==> src/rtl/colseq_pkg.sv <==
package colseq_pkg;
  localparam logic [2:0] LEN_ONE   = 3'b000;
  localparam logic [2:0] LEN_TWO   = 3'b001;
  localparam logic [2:0] LEN_FOUR  = 3'b010;
  localparam logic [2:0] LEN_EIGHT = 3'b011;
  localparam logic [2:0] LEN_PAGE  = 3'b111;
endpackage

==> src/rtl/colseq_mode_dec.sv <==
module colseq_mode_dec
  import colseq_pkg::*;
#(
  parameter int COL_W = 10
) (
  input  logic [2:0]       len_code,
  input  logic             ilv_req,
  output logic [COL_W-1:0] offs_mask,
  output logic             full_page,
  output logic             ilv_eff,
  output logic             bad_code,
  output logic             bad_combo
);
  always_comb begin
    offs_mask = '0;
    full_page = 1'b0;
    bad_code  = 1'b0;
    case (len_code)
      LEN_ONE:   offs_mask = '0;
      LEN_TWO:   offs_mask = COL_W'(1);
      LEN_FOUR:  offs_mask = COL_W'(3);
      LEN_EIGHT: offs_mask = COL_W'(7);
      LEN_PAGE: begin
        offs_mask = '1;
        full_page = 1'b1;
      end
      default:   bad_code = 1'b1;
    endcase
    bad_combo = full_page && ilv_req;
    ilv_eff   = ilv_req && !full_page;
  end
endmodule

==> src/rtl/colseq_addr_map.sv <==
module colseq_addr_map #(
  parameter int COL_W = 10
) (
  input  logic [COL_W-1:0] base,
  input  logic [COL_W-1:0] beat,
  input  logic [COL_W-1:0] offs_mask,
  input  logic             ilv,
  output logic [COL_W-1:0] col
);
  logic [COL_W-1:0] sum;
  assign sum = base + beat;

  for (genvar b = 0; b < COL_W; b++) begin : g_bit
    assign col[b] = offs_mask[b] ? (ilv ? (base[b] ^ beat[b]) : sum[b]) : base[b];
  end
endmodule

==> src/rtl/sdram_burst_colseq.sv <==
module sdram_burst_colseq #(
  parameter int COL_W = 10
) (
  input  logic             clk,
  input  logic             rst,
  input  logic             start_i,
  input  logic [2:0]       len_code_i,
  input  logic             ilv_i,
  input  logic [COL_W-1:0] start_col_i,
  input  logic             stop_i,
  output logic [COL_W-1:0] col_o,
  output logic             beat_valid_o,
  output logic             beat_last_o,
  output logic             cfg_err_o
);
  logic [COL_W-1:0] dec_mask;
  logic             dec_full, dec_ilv, dec_bad_code, dec_bad_combo;

  logic [COL_W-1:0] base_q, beat_q, mask_q;
  logic             ilv_q, full_q;
  logic [COL_W-1:0] beat_nx, col_nx;

  colseq_mode_dec #(.COL_W(COL_W)) u_dec (
    .len_code (len_code_i),
    .ilv_req  (ilv_i),
    .offs_mask(dec_mask),
    .full_page(dec_full),
    .ilv_eff  (dec_ilv),
    .bad_code (dec_bad_code),
    .bad_combo(dec_bad_combo)
  );

  assign beat_nx = beat_q + COL_W'(1);

  colseq_addr_map #(.COL_W(COL_W)) u_map (
    .base     (base_q),
    .beat     (beat_nx),
    .offs_mask(mask_q),
    .ilv      (ilv_q),
    .col      (col_nx)
  );

  always_ff @(posedge clk) begin
    if (rst) begin
      base_q       <= '0;
      beat_q       <= '0;
      mask_q       <= '0;
      ilv_q        <= 1'b0;
      full_q       <= 1'b0;
      col_o        <= '0;
      beat_valid_o <= 1'b0;
      beat_last_o  <= 1'b0;
      cfg_err_o    <= 1'b0;
    end else if (start_i) begin
      cfg_err_o <= dec_bad_code || dec_bad_combo;
      if (dec_bad_code) begin
        beat_valid_o <= 1'b0;
        beat_last_o  <= 1'b0;
        full_q       <= 1'b0;
      end else begin
        base_q       <= start_col_i;
        beat_q       <= '0;
        mask_q       <= dec_mask;
        ilv_q        <= dec_ilv;
        full_q       <= dec_full;
        col_o        <= start_col_i;
        beat_valid_o <= 1'b1;
        beat_last_o  <= !dec_full && (dec_mask == '0);
      end
    end else if (stop_i) begin
      beat_valid_o <= 1'b0;
      beat_last_o  <= 1'b0;
    end else if (beat_valid_o) begin
      if (beat_last_o) begin
        beat_valid_o <= 1'b0;
        beat_last_o  <= 1'b0;
      end else begin
        beat_q      <= beat_nx;
        col_o       <= col_nx;
        beat_last_o <= !full_q && (beat_nx == mask_q);
      end
    end
  end


  last_needs_valid_chk: assert property (@(posedge clk) disable iff (rst)
    beat_last_o |-> beat_valid_o);


  ends_after_last_chk: assert property (@(posedge clk) disable iff (rst)
    (beat_valid_o && beat_last_o && !start_i) |=> !beat_valid_o);


  start_loads_col_chk: assert property (@(posedge clk) disable iff (rst)
    (start_i && (len_code_i[2] == 1'b0 || len_code_i == 3'b111))
      |=> (beat_valid_o && col_o == $past(start_col_i)));


  block_bits_fixed_chk: assert property (@(posedge clk) disable iff (rst)
    (beat_valid_o && !beat_last_o && !start_i && !stop_i)
      |=> ((col_o & ~mask_q) == ($past(col_o) & ~mask_q)));


  page_never_last_chk: assert property (@(posedge clk) disable iff (rst)
    (beat_valid_o && full_q) |-> !beat_last_o);


  page_steps_up_chk: assert property (@(posedge clk) disable iff (rst)
    (beat_valid_o && full_q && !start_i && !stop_i)
      |=> (beat_valid_o && col_o == $past(col_o) + COL_W'(1)));


  stop_clears_chk: assert property (@(posedge clk) disable iff (rst)
    (stop_i && !start_i) |=> !beat_valid_o);


  reserved_rejects_chk: assert property (@(posedge clk) disable iff (rst)
    (start_i && len_code_i[2] && len_code_i != 3'b111) |=> (cfg_err_o && !beat_valid_o));
endmodule

==> config.mk <==
export PLATFORM = sky130hd
export DESIGN_NAME = sdram_burst_colseq
export DESIGN_NICKNAME = d
export VERILOG_FILES = /design/src/rtl/colseq_pkg.sv /design/src/rtl/colseq_mode_dec.sv /design/src/rtl/colseq_addr_map.sv /design/src/rtl/sdram_burst_colseq.sv
export SDC_FILE = /design/constraint.sdc
export NUM_CORES = 1
export LEC_CHECK = 0
export ABC_AREA = 1
export BUFFER_PORTS_ARGS = -buffer_cell sky130_fd_sc_hd__buf_4
export CAP_MARGIN = 5
export CORE_MARGIN = 1
export CORE_UTILIZATION = 45
export CTS_CLUSTER_DIAMETER = 80
export DETAILED_ROUTE_END_ITERATION = 16
export PLACE_DENSITY = 0.71
export SLEW_MARGIN = 15
export SYNTH_ARGS = -nofsm -noshare
export SYNTH_HDL_FRONTEND = slang
export SYNTH_SLANG_ARGS = --single-unit
==> constraint.sdc <==
create_clock -name clk -period 6.7 [get_ports clk]
set_input_delay 1.675 -clock clk [delete_from_list [all_inputs] [get_ports clk]]
set_output_delay 1.675 -clock clk [all_outputs]
set_load 0.01 [all_outputs]
==> run_results.csv <==
group,metric,value,unit
floorplanning,die_w,76.20,um
route,topRoutingLayerUsed,"met4",
timing,finalSetupViolCount,0,
timing,min_period,3.270,ns
route,drt_wl_total,6.041,mm
clock_tree,post_cts_buffers,0,
worst_setup_path,critical_path.cell_chain,"buf_4 -> inv_2 -> nor2_4 -> nor2_8 -> inv_4 -> nor2_8 -> inv_2 -> nor2_2 -> inv_1 -> o21ai_0",
route,detail_route.vias_per_cell,5.163,
layout,postLayoutCoreUtil,54.16,%
route,dr.first_iter.drc_count,215,
logic_synthesis,synth_seq_cells,39,
floorplanning,start_util,47.60,%
logic_synthesis,synthesis.nets,394,
layout,nets,420,
route,dr_wl_met3,297,um
placement,place_congestion,0.8344,
pwr,power_leakage,1.248,nW
floorplanning,core,0.005205,sq mm
layout,mostFrequentLayoutCell,"nand2_1",
clock_tree,clock_sinks,39,
min_path,hold_depth,2,
flow_run,cap_viol_max_count,0,
worst_setup_path,critPathLaunchType,"input port",
route,wl_met2,2.828,mm
timing,slew_violations,0,
timing,fmax,0.3058,GHz
worst_setup_path,cp_max_fo,18,
worst_setup_path,criticalPathCategory,"input port to register",
placement,place_area,0.002734,sq mm
clock_tree,cts.root.buffer_cell,"clkbuf_8",
pwr,vdd_drop_max,0.1889,mV
clock_tree,worstSkewPairLatency,0.30,ns
route,wire_per_inst,13.13,um
logic_synthesis,synth.cell_area,0.002477,sq mm
route,antenna_left,0,
worst_setup_path,r2r_cells,19,
layout,drive_gt1_share,16.67,%
global_routing,grt_overflow,0,
worst_setup_path,worstPathRequired,6.93,ns
clock_tree,cts_buffer_depth,2,
layout,stdcell_area,0.002819,sq mm
logic_synthesis,netlist-cell-type-count,37,
logic_synthesis,yosysWarnings,0,
clock_tree,clk_pin_slew_worst_paths,0.08,ns
timing,worst_slack,3.430,ns
timing,clock_skew,0.01217,ns
global_routing,grt_pass1_wl,9.901,mm
route,vias,2375,
worst_setup_path,critPathArrivalTime,3.50,ns
floorplanning,placementRows,26,
floorplanning,die_height,76.20,um
timing,rsz0062_at_grt,"false",
clock_tree,hold_buffers,0,
floorplanning,die-area,0.005806,sq mm
worst_setup_path,cp_slowest_cell,"nor2_2",
clock_tree,cts_resized,0,
timing,hold_viol,0,
layout,final_cell_mix,"94 x nand2_1, 39 x dfxtp_1, 38 x nor2_1",
layout,diodes,0,
min_path,hp-class,"register to register",
worst_setup_path,endpoint_kind,"register",
logic_synthesis,syn_area_per_cell,6.825,sq um
run_status,status,"finished clean",
timing,setup_tns,0,ns
global_routing,antenna_found_initial,0,
placement,portBuffers,30,
timing,tightest_slew,0.6043,ns
global_routing,track_usage,21.69,%
worst_setup_path,max_stage_delay,0.42,ns
global_routing,grt_max_degree,19,
timing,slew_headroom,59.67,%
clock_tree,htreeDepth,2,
timing,timing.final.crit_share,48.80,%
logic_synthesis,synth_cells,363,
pwr,power.density,177.1,mW/mm^2
placement,post-place-ws,3.118,ns
floorplanning,ios,31,
global_routing,grt_pass1_vias,2111,
route,met1Wirelength,2.804,mm
placement,dpl.hpwl,4.659,mm
clock_tree,cts_buffers,5,
pwr,p_total,499.3,uW
route,route.detailed.drc,0,
logic_synthesis,yosysSeqAreaShare,31.52,%
clock_tree,cts_tree,"done",
route,firstDrtPassIters,4,
layout,area_growth_syn_to_layout,13.79,%
[registers in the layout, summed over array words and instances, names as in the netlist]
signal,cells
base_q,10
beat_q,10
full_q,1
beat_valid_o,1
cfg_err_o,1
col_o,10
ilv_q,1
mask_q,4
beat_last_o,1
[kinds of logic (layout without fill, tap and decap cells)]
logic type | count (synthesis) | in the layout | synth area share [%]
DFF | 39 | 39 | 31.52
xor gates and xnor gates | 8 | 8 | 3.586
buffers and inverters | 49 | 76 | 8.131
adders and majority gates | 13 | 13 | 6.869
and+or+nand+nor | 182 | 182 | 34.19
AOI/OAI and AO/OA | 72 | 72 | 15.71
[report_power, final]
part	switching (mW)	leakage, nW	internal (mW)
clock	0.0848	0.0412	0.0728
combinational	0.0509	0.888	0.0351
sequential	0.0110	0.319	0.245
total	0.147	1.25	0.353
[layer usage]
layer,vias up,global-route usage (%)
met5,-,0
met4,0,7.692
met3,7,4.072
met2,49,36.91
met1,1083,27.30
li1,1236,-
[final timing paths]
kind / from / endpoint / slack (ns)
worst min-delay path: col_o[9] / col_o[9] / 0.46
worst min register to register: col_o[9] / col_o[9] / 0.46
worst max-delay path: start_i / beat_q[8] / 3.43
worst max register to register: beat_q[0] / col_o[7] / 4.09
[area by class of cell]
class                           count  area, sq um
Tap cell                           70        87.58
Timing Repair Buffer               30        225.2
Inverter                           38        145.1
Sequential cell                    39        780.7
Clock inverter                      2        12.51
Multi-Input combinational cell    275         1495
Clock buffer                        6        72.57
Fill cell                         531         2386
[synth_stat cells]
cell	number	area [sq um]
nand2_4	1	11.26
ha_1	12	150.1
buf_4	1	7.510
fa_1	1	20.02
o21ai_1	2	10.01
nor3_2	1	10.01
nor2_4	6	67.56
buf_6	1	11.26
nor2_2	3	18.77
dfxtp_1	39	780.8
clkbuf_1	6	22.52
nor2_8	2	40.04
inv_4	1	6.260
nand3_1	21	105.1
o221ai_1	1	8.760
xnor2_1	2	17.52
a21oi_1	31	155.2
xor2_1	5	43.79
a21oi_2	1	8.760
nor3_1	1	5.000
o31ai_1	1	7.510
a32o_1	1	10.01
buf_2	3	15.01
a211oi_1	1	7.510
nand2_2	5	31.28
nand4_1	7	43.79
o21ai_0	31	155.2
o21bai_1	1	7.510
or2_2	2	12.51
nor4_1	1	6.260
inv_2	4	15.01
nand2_1	94	352.8
o21bai_2	1	11.26
o21a_1	1	7.510
xnor2_4	1	27.53
nor2_1	38	142.6
inv_1	33	123.9
[metrics by stage]
step,std cells,hold slack [ns]
finish,460,0.4571
global route,460,0.4766
CTS,460,0.4594
detailed placement,452,0.4448
global placement,452,0.4400
floorplan,363,0.4437
[worst max-delay path: cells and delay by family]
family / cells / cell delay (ns)
simple gates: 4 / 0.95
buf+inv: 5 / 0.70
compound gates: 1 / 0.17
(Power assumes the default switching activity.)
